===== config.mk =====
export PLATFORM = sky130hd
export DESIGN_NAME = stim_write_decoder
export DESIGN_NICKNAME = d
export VERILOG_FILES = /design/src/rtl/stim_dec_pkg.sv /design/src/rtl/stim_addr_decode.sv /design/src/rtl/stim_size_fmt.sv /design/src/rtl/stim_out_slot.sv /design/src/rtl/stim_write_decoder.sv
export SDC_FILE = /design/constraint.sdc
export NUM_CORES = 1
export LEC_CHECK = 0
export CAP_MARGIN = 20
export CORE_ASPECT_RATIO = 2
export CORE_MARGIN = 5
export CORE_UTILIZATION = 50
export CTS_CLUSTER_DIAMETER = 30
export DETAILED_ROUTE_END_ITERATION = 10
export DONT_BUFFER_PORTS = 1
export GPL_ROUTABILITY_DRIVEN = 0
export PLACE_DENSITY_LB_ADDON = 0.05
export SKIP_LAST_GASP = 1
export SYNTH_ARGS = -nofsm -noshare
export SYNTH_HDL_FRONTEND = slang
export SYNTH_SLANG_ARGS = --single-unit

===== constraint.sdc =====
create_clock -name clk_i -period 3.41 [get_ports clk_i]
set_input_delay 0.1705 -clock clk_i [delete_from_list [all_inputs] [get_ports clk_i]]
set_output_delay 0.1705 -clock clk_i [all_outputs]
set_load 0.02 [all_outputs]

===== src/rtl/stim_dec_pkg.sv =====
package stim_dec_pkg;

  localparam int DATA_W   = 64;
  localparam int LANES    = DATA_W / 8;
  localparam int LANE_IW  = $clog2(LANES);
  localparam int WIN_BITS = 8;

  typedef enum logic [1:0] {
    KIND_DATA = 2'd0,
    KIND_FLAG = 2'd1,
    KIND_TRIG = 2'd2
  } pkt_kind_e;

  // offset bits 6:4 selector codes
  localparam logic [2:0] SEL_DATA = 3'b001;
  localparam logic [2:0] SEL_FLAG = 3'b110;
  localparam logic [2:0] SEL_TRIG = 3'b111;

  typedef struct packed {
    pkt_kind_e  kind;
    logic       guar;
    logic       ts;
    logic [1:0] size;
  } pkt_attr_t;

endpackage


===== src/rtl/stim_addr_decode.sv =====
module stim_addr_decode
  import stim_dec_pkg::*;
#(
  parameter int ADDR_W = 16,
  parameter int NUM_CH = 32,
  localparam int CH_W  = $clog2(NUM_CH),
  localparam int CF_W  = ADDR_W - WIN_BITS
) (
  input  logic [ADDR_W-1:0] addr_i,
  output logic [CH_W-1:0]   chan_o,
  output logic              chan_ok_o,
  output logic              ofs_ok_o,
  output pkt_kind_e         kind_o,
  output logic              guar_o,
  output logic              ts_o
);

  logic [CF_W-1:0]     chan_field;
  logic [WIN_BITS-1:0] ofs;
  logic [2:0]          sel;

  assign chan_field = addr_i[ADDR_W-1:WIN_BITS];
  assign ofs        = addr_i[WIN_BITS-1:0];
  assign sel        = ofs[6:4];

  assign chan_o    = chan_field[CH_W-1:0];
  assign chan_ok_o = ({1'b0, chan_field} < (CF_W+1)'(NUM_CH));

  // a cleared attribute bit requests the attribute
  assign guar_o = ~ofs[7];
  assign ts_o   = ~ofs[3];

  always_comb begin
    kind_o   = KIND_DATA;
    ofs_ok_o = 1'b0;
    if (ofs[2:0] == 3'b000) begin
      unique case (sel)
        SEL_DATA: begin kind_o = KIND_DATA; ofs_ok_o = 1'b1; end
        SEL_FLAG: begin kind_o = KIND_FLAG; ofs_ok_o = 1'b1; end
        SEL_TRIG: begin kind_o = KIND_TRIG; ofs_ok_o = 1'b1; end
        default:  begin kind_o = KIND_DATA; ofs_ok_o = 1'b0; end
      endcase
    end
  end

endmodule


===== src/rtl/stim_size_fmt.sv =====
module stim_size_fmt
  import stim_dec_pkg::*;
(
  input  logic [1:0]        size_req_i,
  input  logic              wide_en_i,
  input  pkt_kind_e         kind_i,
  input  logic [DATA_W-1:0] wdata_i,
  output logic [1:0]        size_o,
  output logic [DATA_W-1:0] payload_o
);

  logic [LANES-1:0] lane_on;

  always_comb begin
    if (kind_i == KIND_FLAG) begin
      size_o = 2'd0;
    end else if ((size_req_i == 2'd3) && !wide_en_i) begin
      size_o = 2'd2;
    end else begin
      size_o = size_req_i;
    end
  end

  for (genvar g = 0; g < LANES; g++) begin : g_lane
    // lane g survives when g < 2**size
    assign lane_on[g] = ((LANE_IW'(g) >> size_o) == '0);
    assign payload_o[g*8 +: 8] = lane_on[g] ? wdata_i[g*8 +: 8] : 8'h00;
  end

endmodule


===== src/rtl/stim_out_slot.sv =====
module stim_out_slot
  import stim_dec_pkg::*;
#(
  parameter int CH_W = 5
) (
  input  logic              clk_i,
  input  logic              rst_ni,
  input  logic              trace_en_i,
  input  logic              load_i,
  input  logic              drop_i,
  input  logic              pkt_ready_i,
  input  logic [CH_W-1:0]   chan_i,
  input  pkt_attr_t         attr_i,
  input  logic [DATA_W-1:0] data_i,
  output logic              valid_o,
  output logic [CH_W-1:0]   chan_o,
  output pkt_attr_t         attr_o,
  output logic [DATA_W-1:0] data_o,
  output logic              ovf_o
);

  logic              valid_d, valid_q;
  logic              ovf_d, ovf_q;
  logic [CH_W-1:0]   chan_q;
  pkt_attr_t         attr_q;
  logic [DATA_W-1:0] data_q;

  always_comb begin
    valid_d = valid_q;
    if (load_i) begin
      valid_d = 1'b1;
    end else if (pkt_ready_i) begin
      valid_d = 1'b0;
    end
    ovf_d = trace_en_i ? (ovf_q | drop_i) : 1'b0;
  end

  always_ff @(posedge clk_i or negedge rst_ni) begin
    if (!rst_ni) begin
      valid_q <= 1'b0;
      ovf_q   <= 1'b0;
    end else begin
      valid_q <= valid_d;
      ovf_q   <= ovf_d;
    end
  end

  always_ff @(posedge clk_i or negedge rst_ni) begin
    if (!rst_ni) begin
      chan_q <= '0;
      attr_q <= '0;
      data_q <= '0;
    end else if (load_i) begin
      chan_q <= chan_i;
      attr_q <= attr_i;
      data_q <= data_i;
    end
  end

  assign valid_o = valid_q;
  assign chan_o  = chan_q;
  assign attr_o  = attr_q;
  assign data_o  = data_q;
  assign ovf_o   = ovf_q;

endmodule


===== src/rtl/stim_write_decoder.sv =====
module stim_write_decoder
  import stim_dec_pkg::*;
#(
  parameter int ADDR_W = 16,
  parameter int NUM_CH = 32,
  localparam int CH_W  = $clog2(NUM_CH)
) (
  input  logic              clk_i,
  input  logic              rst_ni,
  input  logic              trace_en_i,
  input  logic [NUM_CH-1:0] port_en_i,
  input  logic              wide_en_i,
  input  logic              wr_valid_i,
  output logic              wr_ready_o,
  input  logic [ADDR_W-1:0] wr_addr_i,
  input  logic [1:0]        wr_size_i,
  input  logic [63:0]       wr_data_i,
  output logic              pkt_valid_o,
  input  logic              pkt_ready_i,
  output logic [CH_W-1:0]   pkt_chan_o,
  output logic [1:0]        pkt_kind_o,
  output logic              pkt_guar_o,
  output logic              pkt_ts_o,
  output logic [1:0]        pkt_size_o,
  output logic [63:0]       pkt_data_o,
  output logic              bad_ofs_o,
  output logic              overflow_o
);

  localparam int CH_SPAN = 1 << CH_W;

  // reset: asynchronous assert, synchronous release
  logic [1:0] rst_sync_q;
  logic       rst_int_n;

  always_ff @(posedge clk_i or negedge rst_ni) begin
    if (!rst_ni) begin
      rst_sync_q <= 2'b00;
    end else begin
      rst_sync_q <= {rst_sync_q[0], 1'b1};
    end
  end
  assign rst_int_n = rst_sync_q[1];

  // decode
  logic [CH_W-1:0]    dec_chan;
  logic               dec_chan_ok, dec_ofs_ok, dec_guar, dec_ts;
  pkt_kind_e          dec_kind;
  logic [1:0]         fmt_size;
  logic [DATA_W-1:0]  fmt_data;
  logic [CH_SPAN-1:0] port_pad;

  stim_addr_decode #(.ADDR_W(ADDR_W), .NUM_CH(NUM_CH)) u_dec (
    .addr_i    (wr_addr_i),
    .chan_o    (dec_chan),
    .chan_ok_o (dec_chan_ok),
    .ofs_ok_o  (dec_ofs_ok),
    .kind_o    (dec_kind),
    .guar_o    (dec_guar),
    .ts_o      (dec_ts)
  );

  stim_size_fmt u_fmt (
    .size_req_i (wr_size_i),
    .wide_en_i  (wide_en_i),
    .kind_i     (dec_kind),
    .wdata_i    (wr_data_i),
    .size_o     (fmt_size),
    .payload_o  (fmt_data)
  );

  // acceptance rules
  logic      ch_live, good, bad, slot_busy, load, drop;
  logic      err_d, err_q;
  pkt_attr_t new_attr, out_attr;

  assign port_pad  = CH_SPAN'(port_en_i);
  assign ch_live   = trace_en_i && dec_chan_ok && port_pad[dec_chan];
  assign good      = ch_live && dec_ofs_ok;
  assign bad       = ch_live && !dec_ofs_ok;
  assign slot_busy = pkt_valid_o && !pkt_ready_i;

  assign wr_ready_o = !(good && dec_guar && slot_busy);
  assign load       = wr_valid_i && good && !slot_busy;
  assign drop       = wr_valid_i && good && !dec_guar && slot_busy;
  assign err_d      = wr_valid_i && bad;

  assign new_attr.kind = dec_kind;
  assign new_attr.guar = dec_guar;
  assign new_attr.ts   = dec_ts;
  assign new_attr.size = fmt_size;

  always_ff @(posedge clk_i or negedge rst_int_n) begin
    if (!rst_int_n) begin
      err_q <= 1'b0;
    end else begin
      err_q <= err_d;
    end
  end

  stim_out_slot #(.CH_W(CH_W)) u_slot (
    .clk_i       (clk_i),
    .rst_ni      (rst_int_n),
    .trace_en_i  (trace_en_i),
    .load_i      (load),
    .drop_i      (drop),
    .pkt_ready_i (pkt_ready_i),
    .chan_i      (dec_chan),
    .attr_i      (new_attr),
    .data_i      (fmt_data),
    .valid_o     (pkt_valid_o),
    .chan_o      (pkt_chan_o),
    .attr_o      (out_attr),
    .data_o      (pkt_data_o),
    .ovf_o       (overflow_o)
  );

  assign pkt_kind_o = out_attr.kind;
  assign pkt_guar_o = out_attr.guar;
  assign pkt_ts_o   = out_attr.ts;
  assign pkt_size_o = out_attr.size;
  assign bad_ofs_o  = err_q;

endmodule


==> metrics <==
register bit total from synthesis=80; antenna viol nets, final=0; initial antenna violation count=0; Routed WL=9000 um; syn_area_per_cell=11.2 um^2; area grow syn2layout=30.0%; Post-synth top cells=dfrtp_1 (80), mux2i_1 (75), inv_1 (61), nand2_1 (60), mux2_1 (16); distinct cell type count after synthesis=29; cell area after layout=4910 um^2; Hold EP=u_slot.data_o[9]$_DFFE_PN0P_; buffer count from post-CTS setup fixing=0; vias=2,605; top_reg_cell synth=dfrtp_1; Seq/Total Area, Yosys=53.0%; n_diodes=0; fin nets=534; final setup fails=0; M2 GR Usage=30.7%; Worst Tran Pin Value=0.546 ns; Yosys Warn Count=0; net count after synthesis=459; Post-synth ARST share=100%; top cells by area in the synthesized netlist=dfrtp_1 (53%), mux2i_1 (20%), inv_1 (6.1%); RSZ-0062 raised after global routing=false; Setup crit start kind=input pin; Critical Path RT=3.24 ns; total clock buffers created by CTS=9; fillers=568; CTS sink cnt=80; met1 global-route usage=22.5%; top cell type's share of synthesized area=53.0%; Critical Path AT=1.98 ns; Worst-path clk slew=0.05 ns; dpl cell area=3800 um^2; critical path class=in2out; TNS Setup=0 ns; RR Startpoint=u_slot.valid_o$_DFFE_PN0P_; final hold vios=0; # port buffers=0; first-pass GRT wire length=14,300 um; die area=9500 um^2; Hold Crit Depth=2; Starting Density=50.5%; post-synth top area cell=dfrtp_1; Max rail drop VDD=301 uV; worst hold start=wr_data_i[9]; Iteration-0 DRC Markers=121; largest net degree at the start of global routing=79; Slew Limit Fails=0; TritonCTS clock tree=built; pwr/cell area=443 nW/um^2; reg2reg end=u_slot.data_o[7]$_DFFE_PN0P_; Die Wd=71.5 um; post-DR vias/cell=5.08; Reg2Reg Setup Slack=1.29 ns; H-tree levels=3; gr ovfl total=0; Leakage=2.85 nW; Root Driver=clkbuf_16; final total power=2.18 mW; skew final=0.00593 ns; Max Cap Viol=0; Slew headroom=63.4%; met3 Resource Use GR=8.14%; Crit. End Element=output port; wire per inst=17.5 um; status=complete, no violations; DRT Pass-1 Iters=4; Ports=199; detailed placement HPWL=6190 um; R2R depth=6; crit path time final=2.16 ns; cells after synthesis=339; post_cts resized=0; # DRC=0; crit path max fanout=4; Die H=133 um; Clk Latency, worst-skew pair=0.33 ns; Core Region=7490 um^2; Clock Path Buffers=2; aggregate global-route resource usage=19.4%; ratio of cells with drive above 1 in the final layout=6.21%; FP Rows=45; Hold Path Class=in2reg; final period utilization=63.2%; number of enable flip-flop cells after synthesis=0; most common cell in the netlist=dfrtp_1; GR peak layer=met2; vias in the first global route=2,821; Max Clock Freq=464 MHz; mapped cell area=3780 um^2
[where the power goes]
group / internal (mW) / switching, mW
registers: 0.986 / 0.0776
logic: 0.110 / 0.0716
clock network: 0.586 / 0.348
[sequential cells by signal (all words and copies together), names as in the netlist]
signal	count
bad_ofs_o	1
u_slot.chan_o	5
u_slot.data_o	64
rst_sync_q	2
u_slot.valid_o	1
u_slot.attr_o	6
u_slot.ovf_o	1
[per-stage QoR]
stage,setup WS (ns),hold WS (ns),instances,utilization (%)
final,1.25,0.00933,513,65.6
after global routing,1.16,0.0133,513,65.6
after CTS,1.08,0.000449,510,64.5
after detailed placement,1.05,-0.125,420,50.7
after global placement,1.08,-0.125,420,50.7
after floorplan,1.02,-0.125,339,-
[cell families (layout without fill, tap and decap cells)]
group / after synthesis / in the layout / share of synthesized area [%]
muxes: 95 / 95 / 27.0
AOI/OAI and AO/OA: 8 / 8 / 1.59
buffers and inverters: 76 / 156 / 9.50
and+or+nand+nor: 79 / 79 / 8.84
DFF: 80 / 80 / 53.0
other: 1 / 1 / 0.0992
[final cells by class]
cell class | count | area (um^2) | area share [%]
flip-flops and latches | 80 | 2010 | 40.8
clock buffers | 13 | 250 | 5.09
repair buffers | 79 | 838 | 17.1
multi-input cells | 183 | 1430 | 29.1
clock inverters | 3 | 42.5 | 0.866
well taps | 94 | 118 | 2.39
inverters | 61 | 229 | 4.66
[timing repair]
item,CTS,global route
hold buffers,74,0
setup endpoints to repair,0,0
endpoints found under the hold margin,75,0
[worst max-delay path by stage]
stage | from | end | slack (ns) | cells past startpoint
final | wr_addr_i[14] | wr_ready_o | 1.25 | 4
after global routing | wr_addr_i[14] | wr_ready_o | 1.16 | 4
after CTS | u_slot.valid_o$_DFFE_PN0P_ | u_slot.data_o[2]$_DFFE_PN0P_ | 1.08 | 5
after detailed placement | wr_addr_i[14] | u_slot.data_o[2]$_DFFE_PN0P_ | 1.05 | 5
after global placement | wr_addr_i[14] | u_slot.attr_o[4]$_DFFE_PN0P_ | 1.08 | 5
after floorplan | rst_sync_q[1]$_DFF_PN0_ | bad_ofs_o$_DFF_PN0_ | 1.02 | 0
[worst max-delay path: stages]
cell and delay [ns]:
or4b_2 0.67, a221oi_2 0.30, nand2_1 0.16, or4_1 0.67
[cells in the final DEF (no fill, tap or decap), drive strengths merged, types with 2 or more instances in the layout]
cell type / instances
clkbuf: 13
nand2: 60
mux2: 16
nor2b: 3
o21ai: 3
buf: 5
nand3: 2
and3: 2
mux2i: 75
dlygate4sd3: 74
inv: 61
nor2: 5
and2: 2
mux4: 4
dfrtp: 80
[layer usage]
metal | vias to the layer above | share of wire (%)
met5 | - | 0
met4 | 0 | 2.3
met3 | 17 | 10
met2 | 118 | 50
met1 | 1237 | 38
li1 | 1233 | -
Power figures use the tool's default switching activity.
